<file path="config.mk">
export PLATFORM = sky130hd
export DESIGN_NAME = interval_timer
export DESIGN_NICKNAME = d
export VERILOG_FILES = /design/src/rtl/timer_pkg.sv /design/src/rtl/timer_regs.sv /design/src/rtl/timer_counter.sv /design/src/rtl/timer_irq.sv /design/src/rtl/interval_timer.sv
export SDC_FILE = /design/constraint.sdc
export NUM_CORES = 1
export LEC_CHECK = 0
export ABC_CLOCK_PERIOD_IN_PS = 3000
export CAP_MARGIN = 0
export CORE_MARGIN = 5
export CORE_UTILIZATION = 50
export CTS_CLUSTER_DIAMETER = 150
export CTS_CLUSTER_SIZE = 14
export DETAILED_ROUTE_END_ITERATION = 10
export GPL_TIMING_DRIVEN = 0
export MAX_ROUTING_LAYER = met4
export PLACE_DENSITY = 0.74
export RECOVER_POWER = 25
export SETUP_SLACK_MARGIN = 0.2
export SLEW_MARGIN = 20
export SYNTH_ARGS = -nofsm -noshare
export SYNTH_HDL_FRONTEND = slang
export SYNTH_SLANG_ARGS = --single-unit
</file>
<file path="constraint.sdc">
create_clock -name clk -period 3 [get_ports clk]
set_clock_uncertainty 0.15 [all_clocks]
set_input_delay 0.6 -clock clk [delete_from_list [all_inputs] [get_ports clk]]
set_output_delay 0.6 -clock clk [all_outputs]
set_load 0.005 [all_outputs]
</file>
<file path="src/rtl/timer_pkg.sv">
package timer_pkg;
  localparam int REG_IDX_W = 2;

  typedef enum logic [REG_IDX_W-1:0] {
    IDX_LOAD  = 2'd0,
    IDX_COUNT = 2'd1,
    IDX_CTRL  = 2'd2,
    IDX_CLEAR = 2'd3
  } reg_idx_e;

  localparam int BIT_RUN      = 0;
  localparam int BIT_PERIODIC = 1;
  localparam int BIT_FAST     = 3;

  typedef struct packed {
    logic fast_sel;
    logic periodic;
    logic run;
  } ctrl_t;
endpackage

</file>
<file path="src/rtl/timer_regs.sv">
module timer_regs
  import timer_pkg::*;
#(
  parameter int DATA_W = 32
) (
  input  logic              clk,
  input  logic              rst,
  input  reg_idx_e          idx,
  input  logic              we,
  input  logic [DATA_W-1:0] wdata,
  output logic [DATA_W-1:0] load_val,
  output ctrl_t             ctrl,
  output logic              load_wr,
  output logic              clr_wr
);
  assign load_wr = we && (idx == IDX_LOAD);
  assign clr_wr  = we && (idx == IDX_CLEAR);

  always_ff @(posedge clk) begin
    if (rst) begin
      load_val <= '0;
      ctrl     <= '0;
    end else begin
      if (load_wr) load_val <= wdata;
      if (we && idx == IDX_CTRL) begin
        ctrl.run      <= wdata[BIT_RUN];
        ctrl.periodic <= wdata[BIT_PERIODIC];
        ctrl.fast_sel <= wdata[BIT_FAST];
      end
    end
  end

  a_r2_load_stored: assert property (@(posedge clk) disable iff (rst)
    load_wr |=> load_val == $past(wdata));
endmodule

</file>
<file path="src/rtl/timer_counter.sv">
module timer_counter #(
  parameter int DATA_W = 32
) (
  input  logic              clk,
  input  logic              rst,
  input  logic              load_wr,
  input  logic [DATA_W-1:0] load_data,
  input  logic [DATA_W-1:0] reload_val,
  input  logic              tick,
  input  logic              run,
  input  logic              periodic,
  output logic [DATA_W-1:0] count,
  output logic              expire
);
  localparam logic [DATA_W-1:0] ONE = DATA_W'(1);

  logic step;
  assign step   = !load_wr && run && tick && (count != '0);
  assign expire = step && (count == ONE);

  always_ff @(posedge clk) begin
    if (rst)         count <= '0;
    else if (load_wr) count <= load_data;
    else if (expire)  count <= periodic ? reload_val : '0;
    else if (step)    count <= count - ONE;
  end

  a_r2_count_loaded: assert property (@(posedge clk) disable iff (rst)
    load_wr |=> count == $past(load_data));
  a_r3_hold_stopped: assert property (@(posedge clk) disable iff (rst)
    (!run && !load_wr) |=> $stable(count));
  a_r6_zero_sticks: assert property (@(posedge clk) disable iff (rst)
    (count == '0 && !load_wr) |=> count == '0);
  a_r5_periodic_refill: assert property (@(posedge clk) disable iff (rst)
    (run && tick && periodic && count == ONE && !load_wr)
      |=> count == $past(reload_val));
endmodule

</file>
<file path="src/rtl/timer_irq.sv">
module timer_irq (
  input  logic clk,
  input  logic rst,
  input  logic set,
  input  logic clr,
  output logic irq
);
  always_ff @(posedge clk) begin
    if (rst)      irq <= 1'b0;
    else if (set) irq <= 1'b1;
    else if (clr) irq <= 1'b0;
  end

  a_r7_expiry_wins: assert property (@(posedge clk) disable iff (rst)
    set |=> irq);
  a_r7_level_held: assert property (@(posedge clk) disable iff (rst)
    (irq && !clr) |=> irq);
endmodule

</file>
<file path="src/rtl/interval_timer.sv">
module interval_timer
  import timer_pkg::*;
#(
  parameter int DATA_W = 32
) (
  input  logic              clk,
  input  logic              rst,
  input  logic [1:0]        bus_addr,
  input  logic              bus_we,
  input  logic [DATA_W-1:0] bus_wdata,
  output logic [DATA_W-1:0] bus_rdata,
  input  logic              slow_tick,
  input  logic              fast_tick,
  output logic              irq
);
  reg_idx_e          idx;
  logic [DATA_W-1:0] load_val, count;
  ctrl_t             ctrl;
  logic              load_wr, clr_wr, tick, expire;
  logic [DATA_W-1:0] ctrl_word, rd_next;

  assign idx  = reg_idx_e'(bus_addr);
  assign tick = ctrl.fast_sel ? fast_tick : slow_tick;

  timer_regs #(.DATA_W(DATA_W)) u_regs (
    .clk(clk), .rst(rst), .idx(idx), .we(bus_we), .wdata(bus_wdata),
    .load_val(load_val), .ctrl(ctrl), .load_wr(load_wr), .clr_wr(clr_wr)
  );

  timer_counter #(.DATA_W(DATA_W)) u_count (
    .clk(clk), .rst(rst), .load_wr(load_wr), .load_data(bus_wdata),
    .reload_val(load_val), .tick(tick), .run(ctrl.run),
    .periodic(ctrl.periodic), .count(count), .expire(expire)
  );

  timer_irq u_irq (
    .clk(clk), .rst(rst), .set(expire), .clr(clr_wr), .irq(irq)
  );

  always_comb begin
    ctrl_word               = '0;
    ctrl_word[BIT_RUN]      = ctrl.run;
    ctrl_word[BIT_PERIODIC] = ctrl.periodic;
    ctrl_word[BIT_FAST]     = ctrl.fast_sel;
    unique case (idx)
      IDX_LOAD:  rd_next = load_val;
      IDX_COUNT: rd_next = count;
      IDX_CTRL:  rd_next = ctrl_word;
      default:   rd_next = '0;
    endcase
  end

  always_ff @(posedge clk) begin
    if (rst) bus_rdata <= '0;
    else     bus_rdata <= rd_next;
  end

  a_r1_quiet_after_reset: assert property (@(posedge clk)
    $past(rst) |-> (bus_rdata == '0 && !irq));
endmodule

</file>
[Word-level counts from Yosys, hierarchy flattened]
Index checks and enable logic that the tools add are counted.
Storage, ports and cells
  register bits after elaboration: 100
  input bits: 39
  bits in read-only memories: 0
  memories kept: 0
  memory bits (writable): 0
  word-level logic and storage cells: 32
  bits in latches: 0
Operators by class
  $mul: 0
  divide/modulo/power cells: 0
  add/sub/neg operators: 1
  bitwise gates (word level): 0
  mux-type cells: 8
  eq/ne operators: 4
  reductions and logical operators: 12
  shift operators: 0
  $lt $le $gt $ge: 0
Operator list (number)
  $mux W32: 4
  $pmux W32 S3: 1
  $eq A32 B1 Y1 const B: 1
  $reduce_bool A32 Y1: 1
  $sub A32 B1 Y32 const B: 1
  $logic_and A1 B1 Y1: 7
  $eq A2 B2 Y1 const B: 2
  $mux W1: 3
  $reduce_bool A3 Y1: 1
  $eq A2 B1 Y1 const B: 1
  $logic_not A2 Y1: 1
  $reduce_bool A2 Y1: 1
  $logic_not A1 Y1: 1

[Longest topological paths before layout]
Gate-level depths: netlist of the first run.
  word-level depth: 9
  depth in mapped cells: 11
  mapped depth without buffers: 8

[By module]
A second synthesis of the first run with hierarchy kept.
Second synthesis, totals
  cell total of the unflattened synthesis: 585
  area, all modules: 5248.8 um^2
By module, submodules not included
  timer_counter: area each 2381.0 um^2, instances 1, cells each 318
  timer_regs: area each 1596.5 um^2, instances 1, cells each 151
  interval_timer: area each 1232.4 um^2, instances 1, cells each 112
  timer_irq: area each 38.8 um^2, instances 1, cells each 4

[Worst setup path after synthesis of the first run]
No wires, ideal clock.
  kind: input -> register
  start point: input port bus_addr[1]
  end point: register u_count.count[6]
  path buffers: 4
  arrival: 2398 ps
  required time: 2764 ps
  setup slack: 367 ps
  stages: 9
  path through: clkbuf_1 or3b_2 clkbuf_1 and3_1 o31ai_1 buf_2 buf_2 a21oi_1 a211oi_1
Between the ends
  longest elaborated chain between the ends: 9
  elaborated cells between the ends (all ways): 10
  classes of those cells: mux: 2; reduce/logical: 8
Ends and longest elaborated chain
  from (decl): line interval_timer.sv:8  | input logic [1:0] bus_addr,
  $logic_not A2 Y1 (*): line timer_regs.sv:16  | assign load_wr = we && (idx == IDX_LOAD);
  $logic_and A1 B1 Y1 (*): line timer_regs.sv:16
  $logic_not A1 Y1: line timer_counter.sv:18  | assign step = !load_wr && run && tick && (count != '0);
  $logic_and A1 B1 Y1 (3 in series): line timer_counter.sv:18
  $logic_and A1 B1 Y1: line timer_counter.sv:19  | assign expire = step && (count == ONE);
  $mux W32: line timer_counter.sv:24  | else if (expire) count <= periodic ? reload_val : '0;
  $mux W32: line timer_counter.sv:23  | else if (load_wr) count <= load_data;
  to (signal assigned): line timer_counter.sv:23
  to (signal assigned): line timer_counter.sv:24
  to (signal assigned): line timer_counter.sv:25  | else if (step) count <= count - ONE;
  to (decl): line timer_counter.sv:12  | output logic [DATA_W-1:0] count,
Every way passes the cells marked *; elsewhere a longest branch is shown, timed or not.
A chain may end at the register's enable or synchronous reset.

[Worst setup path in the final report of the first run]
  start point: input port bus_addr[0]
  end point: register u_count.count[16]
The elaborated chain is that of the path after synthesis.

==> impl_metrics.tcl, run 1 <==
set metrics [dict create \
    crit_top_cell "buf_2" \
    slew_violations 0 \
    grtUsageMet2 0.4294 \
    num_rows 36 \
    max_freq_ghz 0.3719 \
    placed_area_um2 5783 \
    ios 72 \
    grt_pass1_vias 4819 \
    ant_nets 0 \
    layout_commonest_cell "dfxtp_1" \
    syn_inst 627 \
    track_usage 0.2711 \
    die_w_um 109.4 \
    cts_buffers 9 \
    p_int_mw 2.045 \
    core_area_um2 9684 \
    rr_startpoint "u_count.count[8]" \
    htree_levels 3 \
    grtUsageMet3 0.04404 \
    cp_top_family "buffers and inverters" \
    finalCritPeriodShare 0.8962 \
    rsz0062_at_grt "yes" \
    yosys.cell_types.count 50 \
    fillerInstances 860 \
    fin_nets 757 \
    avgSynthCellArea_um2 7.872 \
    tns_ns 0 \
    grt_busiest_layer "met2" \
    final_cell_mix "dfxtp_1 (97), nand2_1 (95), nor2_1 (89)" \
    numPortBuffers 68 \
    hp-start "u_regs.load_val[28]" \
    switching_share 0.3087 \
    ys.flop_type "dfxtp_1" \
    area_growth_pct 25.68 \
    pwr-share-comb 0.208 \
    synth_edf_count 0 \
    path_class "in -> reg" \
    synth.area.top_cells "dfxtp_1 (41%), mux2i_1 (7.5%), nand2_1 (7.3%)" \
    yosysTopAreaCell "dfxtp_1" \
    insertion_delay_ns 0.37 \
    instances_no_fill 853 \
    cts_root_buf "clkbuf_8" \
    power.share.sequential 0.487 \
    synthArstFlopShare 0 \
    gr-usage-met1 0.3521 \
    syn-num-nets 669 \
    path_cells "clkbuf_1 -> or3b_2 -> buf_2 -> nand4_1 -> nor4_4 -> buf_2 -> nor2_1 -> a311oi_1 -> nor4_1" \
    worstSetupEndpointType "flop" \
    final.setup.worst_slack_ns 0.3114 \
    tightest_slew_ns 0.9393 \
    cp.arrival_ns 2.77 \
    cap_violations 0 \
    diodes 0 \
    dp_worst_setup_slack_ns -0.5505 \
    p_leak_nw 2.335 \
    postCtsHoldBufs 0 \
    firstDrtPassIters 5 \
    clock_power_share 0.305 \
    dieArea_um2 11960 \
    grt_antenna_before_repair 0 \
    gp_congestion 0.9093 \
    finalPower_mw 2.958 \
    grt_pass1_wl_um 24540 \
    drive_gt1_frac 0.1028 \
    post-dp-hpwl_um 10750 \
    critPathMaxStageDelay_ns 0.47 \
    path_max_fanout 10 \
    hold_viol 0 \
    outcome "complete, no violations" \
    syn_area_um2 4936 \
    grt_max_degree 18 \
    ys_seq_area_frac 0.4056 \
    critPathLaunch "bus_addr[0]" \
    avgViaCountPerCell 6.013 \
    finalSetupViolations 0 \
    power_density_nw_per_um2 476.8 \
    drcViolationCount 0 \
    period_needed_ns 2.689 \
    max-slew-margin-rel 0.3738 \
    p_sw_mw 0.9129 \
    clk_path_buf_depth 2 \
    via_count 5129 \
    cts_tree "done" \
    crit_required_ns 3.08 \
    wl_per_cell_um 18.05 \
    dp_cells 828 \
    floorplan.initialDensity 0.5097 \
    wl_um 15390 \
    path_clk_slew_ns 0.10 \
    start_kind "primary input" \
    die_y_um 109.4 \
    synth_warnings 0 \
    clkSinkCount 100 \
    irDropWorstVdd_mv 0.3094 \
    post-synth-top-area-fraction 0.4056 \
    ys_ff_latch 100 \
    drtIter0Drc 606 \
    cp_slowest_cell "clkbuf_1" \
    design_area_um2 6203 \
    grt.overflow.total 0 \
    worst-path-buf-inv 3 \
    hold_class "reg -> reg" \
]
==> per-layer routing <==
metal	share of wire	vias to the layer above	routed length (um)
met2	0.46	279	7148
met1	0.41	2419	6319
met5	0	-	0
li1	-	2387	-
met3	0.096	44	1481
met4	0.029	0	444
==> what timing repair did <==
action / CTS / global route
gates cloned: 0 / 0
resized for setup: 15 / 22
buffers inserted: 4 / 5
pin swaps: 2 / 6
endpoints found under the setup margin: 39 / 49
==> power groups by stage <==
| stage | sequential (mW) | combinational, mW | clock, mW |
|---|---|---|---|
| floorplan | 1.45 | 0.377 | 0 |
| global placement | 1.46 | 0.544 | 0 |
| detailed placement | 1.46 | 0.556 | 0 |
| CTS | 1.43 | 0.573 | 0.914 |
| global route | 1.45 | 0.666 | 0.967 |
| finish | 1.44 | 0.615 | 0.902 |
==> worst paths after layout <==
path	slack (ns)	to	depth (start not counted)
setup / recovery	0.31	u_count.count[16]	9
hold / removal	0.33	u_regs.load_val[28]	2
setup reg to reg	0.32	u_count.count[11]	8
hold reg to reg	0.33	u_regs.load_val[28]	2
==> cell usage after synthesis (2+ instances only) <==
cell,instances
dfxtp_1,100
nand2_1,96
nor2_1,90
a21oi_1,71
mux2i_1,37
clkbuf_1,30
nor3_1,26
nor4_1,22
o21ai_0,16
nand3_1,11
a211oi_1,9
a31oi_1,9
xor2_1,9
and3_1,8
buf_1,8
buf_2,8
o22a_1,8
inv_1,6
nand4_1,5
nor4_2,5
a211o_1,4
o31ai_1,4
a311oi_1,3
buf_6,3
ha_1,3
or2_2,3
xnor2_1,3
a21o_1,2
a32oi_1,2
nand3b_1,2
nor3b_1,2
nor4_4,2
or3_1,2
or4_1,2
==> metrics by stage <==
stage	utilization	hold slack, ns
2_1_floorplan	-	0.2942
3_3_place_gp	0.5972	0.3030
3_5_place_dp	0.5972	0.3131
4_1_cts	0.6288	0.3281
5_1_grt	0.6406	0.3433
6_report	0.6406	0.3275
==> flip-flops by register name (all words and copies together) (netlist names) <==
signal,flops
bus_rdata,32
u_count.count,32
u_irq.irq,1
u_regs.ctrl,3
u_regs.load_val,32
==> logic make-up (layout without fill, tap and decap cells) <==
kind of cell / after synthesis / after routing / share of synthesized area
AND/OR/NAND/NOR: 285 / 285 / 0.2781
flip-flops: 100 / 100 / 0.4056
AO/OA/AOI/OAI: 134 / 134 / 0.1617
XOR/XNOR: 12 / 12 / 0.02129
buffers and inverters: 55 / 148 / 0.04842
multiplexers: 38 / 38 / 0.07731
adder cells (fa/ha/maj): 3 / 3 / 0.007605
==> cell type report <==
cell class | instances | area (um^2) | area share
multi-input cells | 472 | 2823 | 0.4550
flip-flops and latches | 100 | 2006 | 0.3233
repair buffers | 77 | 750.7 | 0.1210
plain buffers | 49 | 229.0 | 0.03691
well taps | 133 | 166.4 | 0.02683
clock buffers | 10 | 137.6 | 0.02219
clock inverters | 6 | 68.82 | 0.01109
inverters | 6 | 22.52 | 0.003630
==> worst reg2reg max path, stage by stage (launching register included) <==
cell and delay [ns]:
dfxtp_1 0.39, nor4_2 0.56, nand4_4 0.22, or4_4 0.54
buf_6 0.17, buf_6 0.15, a21oi_2 0.12, nor3_1 0.07
nor4_2 0.24
Note: power is estimated with default switching activity, not from simulation.
==> run 2, diff against run 1 <==
- SKIP_CTS_REPAIR_TIMING: default -> 1
- SYNTH_HIERARCHICAL: default -> 1
==> run 2 against run 1 <==
Register-to-register slack got worse by 0.17 ns; critical path type is now reg -> reg; clock power barely moved; highest routed layer unchanged; largest power group unchanged; via count is 3.3% lower.
==> impl_metrics.tcl, run 2 <==
set metrics [dict create \
    synthMuxAreaShare 0.1280 \
    via_count 4960 \
    start_kind "flop" \
    ys_seq_area_frac 0.3814 \
    synth-xor-area-share 0.02837 \
    ant_nets 0 \
    post-dp-hpwl_um 11500 \
    fin_nets 725 \
    die_w_um 112.5 \
    post-synth-top-area-fraction 0.3814 \
    path_cells "or4_4 -> or3_4 -> buf_6 -> or3_4 -> buf_6 -> and2_4 -> buf_8 -> buf_8 -> o311a_1" \
    finalSetupViolations 0 \
    power_density_nw_per_um2 454.0 \
    clk_path_buf_depth 2 \
    finalCritPeriodShare 0.9516 \
    synth.area.top_cells "dfxtp_1 (38%), mux2i_1 (13%), nand2b_1 (8.8%)" \
    synth_most_common_cell "dfxtp_1" \
    rsz0062_at_grt "yes" \
    syn-num-nets 626 \
    max-slew-margin-rel 0.4712 \
    yosys-top-cells-count "dfxtp_1 (100), nand2b_1 (74), mux2i_1 (66)" \
    die_y_um 112.5 \
    irDropWorstVdd_mv 0.3023 \
    cts_buffers 9 \
    tightest_slew_ns 0.7933 \
    num_rows 37 \
    yosys.cell_types.count 62 \
    synth_adder_area_share 0.004768 \
    crit_required_ns 3.11 \
    layout_commonest_cell "dfxtp_1" \
    cp_top_family "simple AND/OR/NAND/NOR gates" \
    floorplan.initialDensity 0.5107 \
    htree_levels 3 \
    grt_pass1_wl_um 25710 \
    synth_top_family_by_area "simple AND/OR/NAND/NOR gates" \
    clkSinkCount 100 \
    dp_worst_setup_slack_ns -0.8960 \
    p_leak_nw 2.503 \
    drcViolationCount 0 \
    cts_tree "done" \
    timing.hold.ws_ns 0.3415 \
    avgViaCountPerCell 6.012 \
    insertion_delay_ns 0.36 \
    cap_violations 0 \
    worst-path-buf-inv 4 \
    yosys.area_share.simple 0.2496 \
    path_clk_slew_ns 0.10 \
    cts_root_buf "clkbuf_8" \
    ios 72 \
    synth_warnings 6 \
    hold_class "reg -> reg" \
    fillerInstances 895 \
    area_growth_pct 27.63 \
    avgSynthCellArea_um2 8.972 \
    gp_congestion 0.9411 \
    synth_edf_count 0 \
    max_freq_ghz 0.3503 \
    final.setup.worst_slack_ns 0.1453 \
    yosysTopAreaCell "dfxtp_1" \
    multi_input_area_um2 3099 \
    firstDrtPassIters 5 \
    final_util 0.6518 \
    hold_viol 0 \
    drtIter0Drc 498 \
    placed_area_um2 6142 \
    drive_gt1_frac 0.1480 \
    track_usage 0.2653 \
    synthArstFlopShare 0 \
    design_area_um2 6699 \
    reg2reg_slack_ns 0.15 \
    synth_compound_area_frac 0.1476 \
    ys_ff_latch 100 \
    ys.flop_type "dfxtp_1" \
    grt_pass1_vias 4699 \
    wl_um 17000 \
    grt_max_degree 17 \
    largestRegisters "bus_rdata (32), u_count/count (32), u_regs/load_val (32)" \
    grt_antenna_before_repair 0 \
    syn_area_um2 5249 \
    grt.overflow.total 0 \
    critPathMaxStageDelay_ns 0.55 \
    wl_per_cell_um 20.60 \
    seq_area_um2 2008 \
    path_class "reg -> reg" \
    syn_inst 585 \
    cp_slowest_cell "or4_4" \
    outcome "complete, no violations" \
    worstSetupEndpointType "flop" \
    numPortBuffers 71 \
    final_cell_mix "dfxtp_1 (97), nand2b_1 (74), clkdlybuf4s50_1 (67)" \
    cp.arrival_ns 2.96 \
    path_max_fanout 7 \
    period_needed_ns 2.855 \
    core_area_um2 10280 \
    diodes 0 \
    dieArea_um2 12650 \
    slew_violations 0 \
]
==> run 2: cell count changes after synthesis, moves of 29 or more <==
| cell | delta |
|---|---|
| nand2b_1 | +73 |
| nand2_1 | -71 |
| nor2_1 | -46 |
| a21oi_1 | -44 |
| mux2i_1 | +29 |
==> run 2: layer usage <==
metal,global-route usage,vias up,share of wire
met5,-,-,0
met2,0.4184,283,0.44
met3,0.03827,57,0.088
met1,0.3442,2331,0.43
li1,-,2289,-
met4,0.1034,0,0.035
==> run 2: stage by stage <==
stage | TNS (ns) | std cells | power (mW)
2_1_floorplan | 0 | 585 | 1.844
3_3_place_gp | -20.81 | 792 | 2.043
3_5_place_dp | -22.93 | 792 | 2.057
4_1_cts | -11.00 | 808 | 2.945
5_1_grt | 0 | 825 | 3.163
6_report | 0 | 825 | 3.042
==> run 2: worst paths after layout <==
| kind | start | depth (start not counted) | end |
|---|---|---|---|
| hold reg to reg | u_irq/irq | 2 | u_irq/irq |
| setup / recovery | u_count/count[30] | 9 | u_count/count[30] |
| hold / removal | u_irq/irq | 2 | u_irq/irq |
| setup reg to reg | u_count/count[30] | 9 | u_count/count[30] |
==> run 2: where the power goes <==
group | switching [mW] | internal (mW)
Clock | 0.489 | 0.413
Combinational | 0.393 | 0.323
Sequential | 0.0528 | 1.37
==> run 2: cell families after synthesis <==
group / after synthesis
DFF: 100
and+or+nand+nor: 232
adders and majority gates: 2
AOI/OAI and AO/OA: 114
muxes: 67
buffers and inverters: 53
xor gates and xnor gates: 17
==> run 2: layout make-up <==
class,count,share of cell area
inverter,12,0.006724
timing repair buffer,88,0.1285
tap,136,0.02540
multi-input combinational,432,0.4626
clock buffer,11,0.02111
clock inverter,5,0.009152
buffer,41,0.04669
sequential,100,0.2998
==> run 2: worst min-delay path, delay by kind of cell, from the launching register on <==
family,cells,cell delay [ns]
AO/OA/AOI/OAI,1,0.05
flip-flops,1,0.32
AND/OR/NAND/NOR,1,0.08
